[config.mk]
export PLATFORM = sky130hd
export DESIGN_NAME = pwm_shadow_chan
export DESIGN_NICKNAME = d
export VERILOG_FILES = /design/src/rtl/pwm_chan_pkg.sv /design/src/rtl/pwm_shadow_regs.sv /design/src/rtl/pwm_prescaler.sv /design/src/rtl/pwm_period_ctr.sv /design/src/rtl/pwm_shadow_chan.sv
export SDC_FILE = /design/constraint.sdc
export NUM_CORES = 1
export LEC_CHECK = 0
export BUFFER_PORTS_ARGS = -buffer_cell sky130_fd_sc_hd__buf_2
export CAP_MARGIN = 20
export CORE_MARGIN = 2
export CORE_UTILIZATION = 60
export DETAILED_ROUTE_END_ITERATION = 8
export PLACE_DENSITY = 0.88
export REMOVE_ABC_BUFFERS = 1
export SLEW_MARGIN = 20
export SYNTH_ARGS = -nofsm -noshare
export SYNTH_HDL_FRONTEND = slang
export SYNTH_SLANG_ARGS = --single-unit
[constraint.sdc]
create_clock -name clk -period 4.4 [get_ports clk]
set_input_delay 0.22 -clock clk [delete_from_list [all_inputs] [get_ports clk]]
set_output_delay 0.22 -clock clk [all_outputs]
set_load 0.01 [all_outputs]
[src/rtl/pwm_chan_pkg.sv]
package pwm_chan_pkg;

  typedef enum logic [1:0] {
    SEL_CTRL = 2'd0,
    SEL_DUTY = 2'd1,
    SEL_PER  = 2'd2,
    SEL_NONE = 2'd3
  } reg_sel_e;

  typedef enum logic {
    ST_IDLE = 1'b0,
    ST_RUN  = 1'b1
  } chan_state_e;

  // divide ratio selected by a prescaler code: 2**code
  function automatic int unsigned psc_ratio(input int unsigned code);
    return 32'd1 << code;
  endfunction

  // width of a counter that must reach the largest ratio minus one
  function automatic int unsigned psc_cnt_width(input int unsigned code_w);
    int unsigned max_ratio;
    max_ratio = 32'd1 << ((32'd1 << code_w) - 1);
    return (max_ratio > 1) ? $clog2(max_ratio) : 1;
  endfunction

  // waveform level before the channel gate
  function automatic logic wave_level(input int unsigned cnt,
                                      input int unsigned duty,
                                      input logic        inv);
    return (cnt < duty) ^ inv;
  endfunction

endpackage

[src/rtl/pwm_shadow_regs.sv]
module pwm_shadow_regs
  import pwm_chan_pkg::*;
#(
  parameter int CNT_W = 16,
  parameter int PSC_W = 2
) (
  input  logic             clk,
  input  logic             rst_n,
  input  logic             wr_en,
  input  logic [1:0]       wr_sel,
  input  logic [CNT_W-1:0] wr_data,
  input  logic             clr_arm,
  output logic [PSC_W-1:0] sh_psc,
  output logic             sh_pol,
  output logic [CNT_W-1:0] sh_duty,
  output logic [CNT_W-1:0] sh_per,
  output logic             armed,
  output logic             per_wr
);

  logic ctrl_wr;
  logic duty_wr;
  logic none_wr;

  assign ctrl_wr = wr_en && (reg_sel_e'(wr_sel) == SEL_CTRL);
  assign duty_wr = wr_en && (reg_sel_e'(wr_sel) == SEL_DUTY);
  assign per_wr  = wr_en && (reg_sel_e'(wr_sel) == SEL_PER);
  assign none_wr = wr_en && (reg_sel_e'(wr_sel) == SEL_NONE);

  always_ff @(posedge clk or negedge rst_n) begin
    if (!rst_n) begin
      sh_psc  <= '0;
      sh_pol  <= 1'b0;
      sh_duty <= '0;
      sh_per  <= '0;
    end else begin
      if (ctrl_wr) begin
        sh_psc <= wr_data[PSC_W-1:0];
        sh_pol <= wr_data[PSC_W];
      end
      if (duty_wr) sh_duty <= wr_data;
      if (per_wr)  sh_per  <= wr_data;
    end
  end

  // a period write wins over a same-edge clear, so it arms the next boundary
  always_ff @(posedge clk or negedge rst_n) begin
    if (!rst_n)       armed <= 1'b0;
    else if (per_wr)  armed <= 1'b1;
    else if (clr_arm) armed <= 1'b0;
  end

  // arming only ever follows a period write
  a_r5_arm_by_period_only: assert property (@(posedge clk) disable iff (!rst_n)
    $rose(armed) |-> $past(per_wr));

  // a write to the unused select leaves every staged value alone
  a_r10_none_sel_ignored: assert property (@(posedge clk) disable iff (!rst_n)
    none_wr |=> ($stable(sh_per) && $stable(sh_duty) && $stable(sh_psc) && $stable(sh_pol)));

endmodule

[src/rtl/pwm_prescaler.sv]
module pwm_prescaler
  import pwm_chan_pkg::*;
#(
  parameter int PSC_W = 2
) (
  input  logic             clk,
  input  logic             rst_n,
  input  logic             run,
  input  logic             restart,
  input  logic             ref_tick,
  input  logic [PSC_W-1:0] psc_code,
  output logic             cnt_tick
);

  localparam int PCW = psc_cnt_width(PSC_W);

  logic [PCW-1:0] psc_cnt;
  logic [PCW-1:0] psc_last;

  assign psc_last = PCW'(psc_ratio(32'(psc_code)) - 1);
  assign cnt_tick = run && ref_tick && (psc_cnt == psc_last);

  always_ff @(posedge clk or negedge rst_n) begin
    if (!rst_n)                psc_cnt <= '0;
    else if (restart || !run)  psc_cnt <= '0;
    else if (cnt_tick)         psc_cnt <= '0;
    else if (ref_tick)         psc_cnt <= psc_cnt + 1'b1;
  end

  // the strobe divider never passes ratio minus one
  a_r2_psc_bound: assert property (@(posedge clk) disable iff (!rst_n)
    psc_cnt <= psc_last);

  // with no strobe the divider holds unless restarted
  a_r2_psc_holds: assert property (@(posedge clk) disable iff (!rst_n)
    (run && !ref_tick && !restart) |=> $stable(psc_cnt));

endmodule

[src/rtl/pwm_period_ctr.sv]
module pwm_period_ctr #(
  parameter int CNT_W = 16
) (
  input  logic             clk,
  input  logic             rst_n,
  input  logic             restart,
  input  logic             cnt_tick,
  input  logic [CNT_W-1:0] per,
  output logic [CNT_W-1:0] cnt,
  output logic             wrap
);

  assign wrap = cnt_tick && (cnt == per - 1'b1);

  always_ff @(posedge clk or negedge rst_n) begin
    if (!rst_n)        cnt <= '0;
    else if (restart)  cnt <= '0;
    else if (wrap)     cnt <= '0;
    else if (cnt_tick) cnt <= cnt + 1'b1;
  end

  // the period counter only moves on a divided tick or a restart
  a_r2_cnt_moves_on_tick: assert property (@(posedge clk) disable iff (!rst_n)
    (cnt != $past(cnt)) |-> $past(cnt_tick || restart));

endmodule

[src/rtl/pwm_shadow_chan.sv]
module pwm_shadow_chan
  import pwm_chan_pkg::*;
#(
  parameter int CNT_W = 16,
  parameter int PSC_W = 2
) (
  input  logic             clk,
  input  logic             rst_n,
  input  logic             ref_tick,
  input  logic             run_en,
  input  logic             wr_en,
  input  logic [1:0]       wr_sel,
  input  logic [CNT_W-1:0] wr_data,
  output logic             pwm_out
);

  // staged values
  logic [PSC_W-1:0] sh_psc;
  logic             sh_pol;
  logic [CNT_W-1:0] sh_duty;
  logic [CNT_W-1:0] sh_per;
  logic             armed;
  logic             per_wr;

  // active values
  logic [PSC_W-1:0] act_psc;
  logic             act_pol;
  logic [CNT_W-1:0] act_duty;
  logic [CNT_W-1:0] act_per;

  chan_state_e      state;
  logic             in_run;
  logic             cnt_tick;
  logic [CNT_W-1:0] cnt;
  logic             wrap;

  // named events
  logic             load_start;
  logic             boundary;
  logic             commit;
  logic             do_load;
  logic             go_idle;

  pwm_shadow_regs #(.CNT_W(CNT_W), .PSC_W(PSC_W)) u_regs (
    .clk     (clk),
    .rst_n   (rst_n),
    .wr_en   (wr_en),
    .wr_sel  (wr_sel),
    .wr_data (wr_data),
    .clr_arm (do_load),
    .sh_psc  (sh_psc),
    .sh_pol  (sh_pol),
    .sh_duty (sh_duty),
    .sh_per  (sh_per),
    .armed   (armed),
    .per_wr  (per_wr)
  );

  pwm_prescaler #(.PSC_W(PSC_W)) u_psc (
    .clk      (clk),
    .rst_n    (rst_n),
    .run      (in_run),
    .restart  (do_load),
    .ref_tick (ref_tick),
    .psc_code (act_psc),
    .cnt_tick (cnt_tick)
  );

  pwm_period_ctr #(.CNT_W(CNT_W)) u_ctr (
    .clk      (clk),
    .rst_n    (rst_n),
    .restart  (do_load),
    .cnt_tick (cnt_tick),
    .per      (act_per),
    .cnt      (cnt),
    .wrap     (wrap)
  );

  assign in_run     = (state == ST_RUN);
  assign load_start = !in_run && run_en && (sh_per != '0);
  assign boundary   = in_run && wrap;
  assign commit     = boundary && run_en && armed;
  assign do_load    = load_start || commit;
  assign go_idle    = boundary && (!run_en || (armed && (sh_per == '0)));

  always_ff @(posedge clk or negedge rst_n) begin
    if (!rst_n) begin
      state <= ST_IDLE;
    end else begin
      case (state)
        ST_IDLE: if (load_start) state <= ST_RUN;
        ST_RUN:  if (go_idle)    state <= ST_IDLE;
        default: state <= ST_IDLE;
      endcase
    end
  end

  always_ff @(posedge clk or negedge rst_n) begin
    if (!rst_n) begin
      act_psc  <= '0;
      act_pol  <= 1'b0;
      act_duty <= '0;
      act_per  <= '0;
    end else if (do_load) begin
      act_psc  <= sh_psc;
      act_pol  <= sh_pol;
      act_duty <= sh_duty;
      act_per  <= sh_per;
    end
  end

  assign pwm_out = in_run && wave_level(32'(cnt), 32'(act_duty), act_pol);

  // active settings change only on a load event
  a_r6_active_on_load_only: assert property (@(posedge clk) disable iff (!rst_n)
    ((act_per != $past(act_per)) || (act_duty != $past(act_duty)) ||
     (act_pol != $past(act_pol)) || (act_psc != $past(act_psc))) |-> $past(do_load));

  // running stops only at a period boundary
  a_r7_stop_at_boundary: assert property (@(posedge clk) disable iff (!rst_n)
    ($past(in_run) && !in_run) |-> $past(boundary));

  // the channel never runs with a zero period
  a_r8_no_zero_period_run: assert property (@(posedge clk) disable iff (!rst_n)
    in_run |-> (act_per != '0));

  // the counter stays inside the active period
  a_r3_cnt_in_period: assert property (@(posedge clk) disable iff (!rst_n)
    in_run |-> (cnt < act_per));

  // idle output is low
  a_r7_idle_low: assert property (@(posedge clk) disable iff (!rst_n)
    (!in_run && !$past(in_run)) |-> !pwm_out);

endmodule

==> impl_summary.log <==
[metrics] most area-consuming cells after synthesis: dfrtp_1 41%, mux2_2 7.1%, a211oi_1 5.0%, a31oi_1 4.6%, o21ai_0 4.3%
[metrics] power density of the placed cells: 331 nW/um2
[metrics] GRT Util Overall: 27.9%
[metrics] starting DRC count in detailed routing: 322
[metrics] Netlist cell types: 50
[metrics] largest net degree at the start of global routing: 53
[metrics] worst r2r path cells: 9
[metrics] Detailed Route WL: 13.2 mm
[metrics] class of the most critical hold timing path: in -> reg
[metrics] CP Max Fanout: 15
[metrics] weighted congestion reported at the end of routability-driven placement: 0.964
[metrics] Synth Area per Inst: 9.39 um2
[metrics] clock network latency to the later pin of the worst-skew pair: 0.37 ns
[metrics] cell accounting for the most synthesized area: dfrtp_1
[metrics] antenna fix cells: 0
[metrics] cell with the most instances on the worst path: o22ai_1
[metrics] Setup TNS Final: 0 ns
[metrics] DIE WIDTH: 100 um
[metrics] instance count after placement with tap cells included: 689
[metrics] number of nets still failing antenna checks after routing: 0
[metrics] maximum frequency from static timing analysis: 306 MHz
[metrics] Slowest Stage Delay on Critical Path: 0.58 ns
[metrics] endpoint with the worst hold slack: u_regs.sh_duty[10]$_DFFE_PN0P_
[metrics] Port Buf Inserts: 23
[metrics] category of the critical setup timing path: reg -> reg
[metrics] met1 track utilization from global routing: 38.2%
[metrics] result of the run: finished, final reports clean
[metrics] static power due to leakage: 2.62 nW
[metrics] number of levels in the clock H-tree: 3
[metrics] cell-by-cell trace of the critical path: inv_1 -> ha_1 -> or4b_1 -> nor4_2 -> and3_1 -> o22ai_1 -> or4_4 -> o21ai_4 -> o22ai_1
[metrics] hold buffer count at cts: 1
[metrics] TritonCTS clock tree: done
[metrics] fillers: 761
[metrics] critical path arrival: 3.49 ns
[metrics] worst-case vdd ir drop: 0.000227 V
[metrics] total via count in the routed design: 4649
[metrics] Worst Tran Pin Value: 1.01 ns
[metrics] worst path required time: 4.62 ns
[metrics] Die Y: 100 um
[metrics] total of flip-flops plus latches after synthesis: 91
[metrics] top_reg_cell synth: dfrtp_1
[metrics] first-pass iteration count of the detailed router: 5
[metrics] Syn. warnings: 0
[metrics] post-route clock period utilization: 74.3%
[metrics] final hold viol count: 0
[metrics] reg-to-reg slack, setup: 1.13 ns
[metrics] Max Cap Viol: 0
[metrics] global-route wire length before repair: 22.1 mm
[metrics] kind of start point of the critical path: register
[metrics] destination of the worst register-to-register timing path: u_ctr.cnt[1]$_DFFE_PN0P_
[metrics] endpoints failing setup: 0
[metrics] residual overflow from global routing: 0
[metrics] clk sinks: 91
[metrics] number of top-level design ports: 24
[metrics] total number of placement rows: 35
[metrics] clock transition at the register clock pins on the worst setup and hold paths after CTS: 0.10 ns
[metrics] most used routing layer in global routing: met2
[metrics] hold path startpoint: wr_data[10]
[metrics] cells resized by post-CTS repair: 0
[metrics] growth of design area from synthesis to finish: 6.38%
[metrics] Core Area: 9110 um2
[metrics] relative slew slack: 32.4%
[metrics] maximum clock path buffer count: 2
[metrics] cell area after synthesis: 5530 um2
[metrics] vias per cell: 6.58
[metrics] unrepaired setup endpoints after global routing: no
[metrics] critical register-to-register path startpoint: act_per[0]$_DFFE_PN0N_
[metrics] post-CTS setup buffer count: 0
[metrics] final instance count without filler cells: 706
[metrics] net count reported at finish: 631
[metrics] portion of synthesized cell area occupied by the leading cell type: 41.2%
[metrics] Die Footprint: 10000 um2
[metrics] number of instances in the synthesized netlist: 589
[metrics] Root Buffer: clkbuf_8
[metrics] cell count of the worst hold path: 2
[metrics] drc violations: 0
[metrics] number of synthesized flops with an enable pin: 0
[metrics] CTS buffer count: 9
[metrics] via count of the first global-routing pass: 4540
[metrics] portion of the post-synthesis area used by sequential elements: 41.2%
[metrics] GR met3 Demand/Resource: 5.08%
[metrics] estimated wirelength of the detail-placed design: 9.12 mm
[metrics] average detailed-routed wire length per instance: 18.8 um
[metrics] final worst path period need: 3.27 ns
[metrics] antenna violations before repair: 0
[metrics] Layout Skew: 0.0174 ns
[metrics] async set or reset register ratio after synthesis: 100%
[metrics] met2 capacity usage during global routing: 45.6%
[metrics] highest-delay cell along the critical path: or4b_1
[metrics] final-report max-slew violation count: 0
[metrics] critical path endpoint category: register
[metrics] starting density of the core: 60.7%
[metrics] proportion of layout cells with a drive suffix above 1: 17.1%
==> final cells by class <==
class	instances	area (um2)	share of cell area, %
clock buffer	10	128	2.17
clock inverter	6	72.6	1.23
inverter	22	82.6	1.40
multi-input combinational	433	2990	50.8
sequential	91	2280	38.7
tap	111	139	2.36
timing repair buffer	33	195	3.32
==> placed cells by master, fill, tap and decap left out, drive strengths merged, types with 4 or more instances in the layout <==
cell	netlist	routed
and2	21	21
ha	18	18
nor3	7	7
a21oi	7	7
buf	10	32
a21o	6	6
nand3b	4	4
mux2	35	35
dfrtp	91	91
a31oi	41	41
or4	5	5
clkbuf	33	10
nor4	9	9
o21ai	50	50
nand3	44	44
o211ai	4	4
xor2	16	16
nand2b	4	4
nand4	12	12
and3	5	5
nand2	12	12
inv	22	24
nor2b	5	5
nor2	45	45
o22ai	4	4
xnor2	18	18
or3	4	4
a211oi	37	37
==> per-stage QoR <==
step	util [%]	hold slack, ns	power [mW]	setup slack (ns)	instance area, um2
2_1_floorplan	-	-0.0756	1.24	0.465	5340
3_3_place_gp	62.3	0.215	1.34	1.25	5670
3_5_place_dp	62.3	0.219	1.37	1.17	5670
4_1_cts	64.6	0.0771	1.94	1.15	5880
5_1_grt	64.6	0.0788	2.03	0.955	5880
6_report	64.6	0.0819	1.95	1.13	5880
==> kinds of logic after synthesis <==
family          count (synthesis)  share of synthesized area [%]
buf+inv                        65                           4.98
flops                          91                           41.2
compound gates                159                           18.3
xor+xnor                       34                           5.38
fa+ha+maj                      18                           4.07
simple gates                  186                           18.7
mux                            36                           7.31
==> synthesized netlist by cell type (7+ instances only) <==
master,number
nor2_1,35
and2_1,21
buf_2,7
xnor2_1,18
nor2_2,10
ha_1,18
mux2_2,35
nand3_1,44
a211oi_1,37
inv_1,22
nand4_1,12
o21ai_0,48
clkbuf_1,33
nand2_1,12
xor2_1,16
nor4_1,7
dfrtp_1,91
nor3_1,7
a31oi_1,41
==> layer usage <==
layer	wire, um	up-vias
li1	-	2166
met1	5780	2298
met2	6510	156
met3	712	29
met4	241	0
met5	0	-
==> power by group <==
group | internal, mW | switching, mW
Combinational | 0.155 | 0.143
Sequential | 0.930 | 0.129
Clock | 0.269 | 0.320
==> worst max-delay path by stage <==
stage,start,end,cells past startpoint
4_1_cts,act_per[0]$_DFFE_PN0N_,u_ctr.cnt[1]$_DFFE_PN0P_,9
6_report,act_per[0]$_DFFE_PN0N_,u_ctr.cnt[1]$_DFFE_PN0P_,9
2_1_floorplan,act_per[0]$_DFFE_PN0N_,act_duty[0]$_DFFE_PN0N_,8
3_5_place_dp,act_per[0]$_DFFE_PN0N_,u_ctr.cnt[1]$_DFFE_PN0P_,9
5_1_grt,act_per[0]$_DFFE_PN0N_,act_psc[1]$_DFFE_PN0N_,8
3_3_place_gp,act_per[0]$_DFFE_PN0N_,u_ctr.cnt[1]$_DFFE_PN0P_,9
==> state kept, by name (all words and copies together), names as in the netlist <==
register        cells
u_ctr.cnt          16
u_regs.sh_psc       2
u_regs.sh_pol       1
u_regs.sh_per      16
u_psc.psc_cnt       3
act_pol             1
u_regs.sh_duty     16
act_duty           16
u_regs.armed        1
in_run              1
act_per            16
act_psc             2
==> critical path, delay by kind of cell, from the launching register on <==
| kind | cells | cell delay, ns |
|---|---|---|
| DFF | 1 | 0.45 |
| adders and majority gates | 1 | 0.23 |
| AOI/OAI and AO/OA | 3 | 0.65 |
| and+or+nand+nor | 4 | 1.69 |
| buffers and inverters | 1 | 0.10 |
Note: power is estimated with default switching activity, not from simulation.
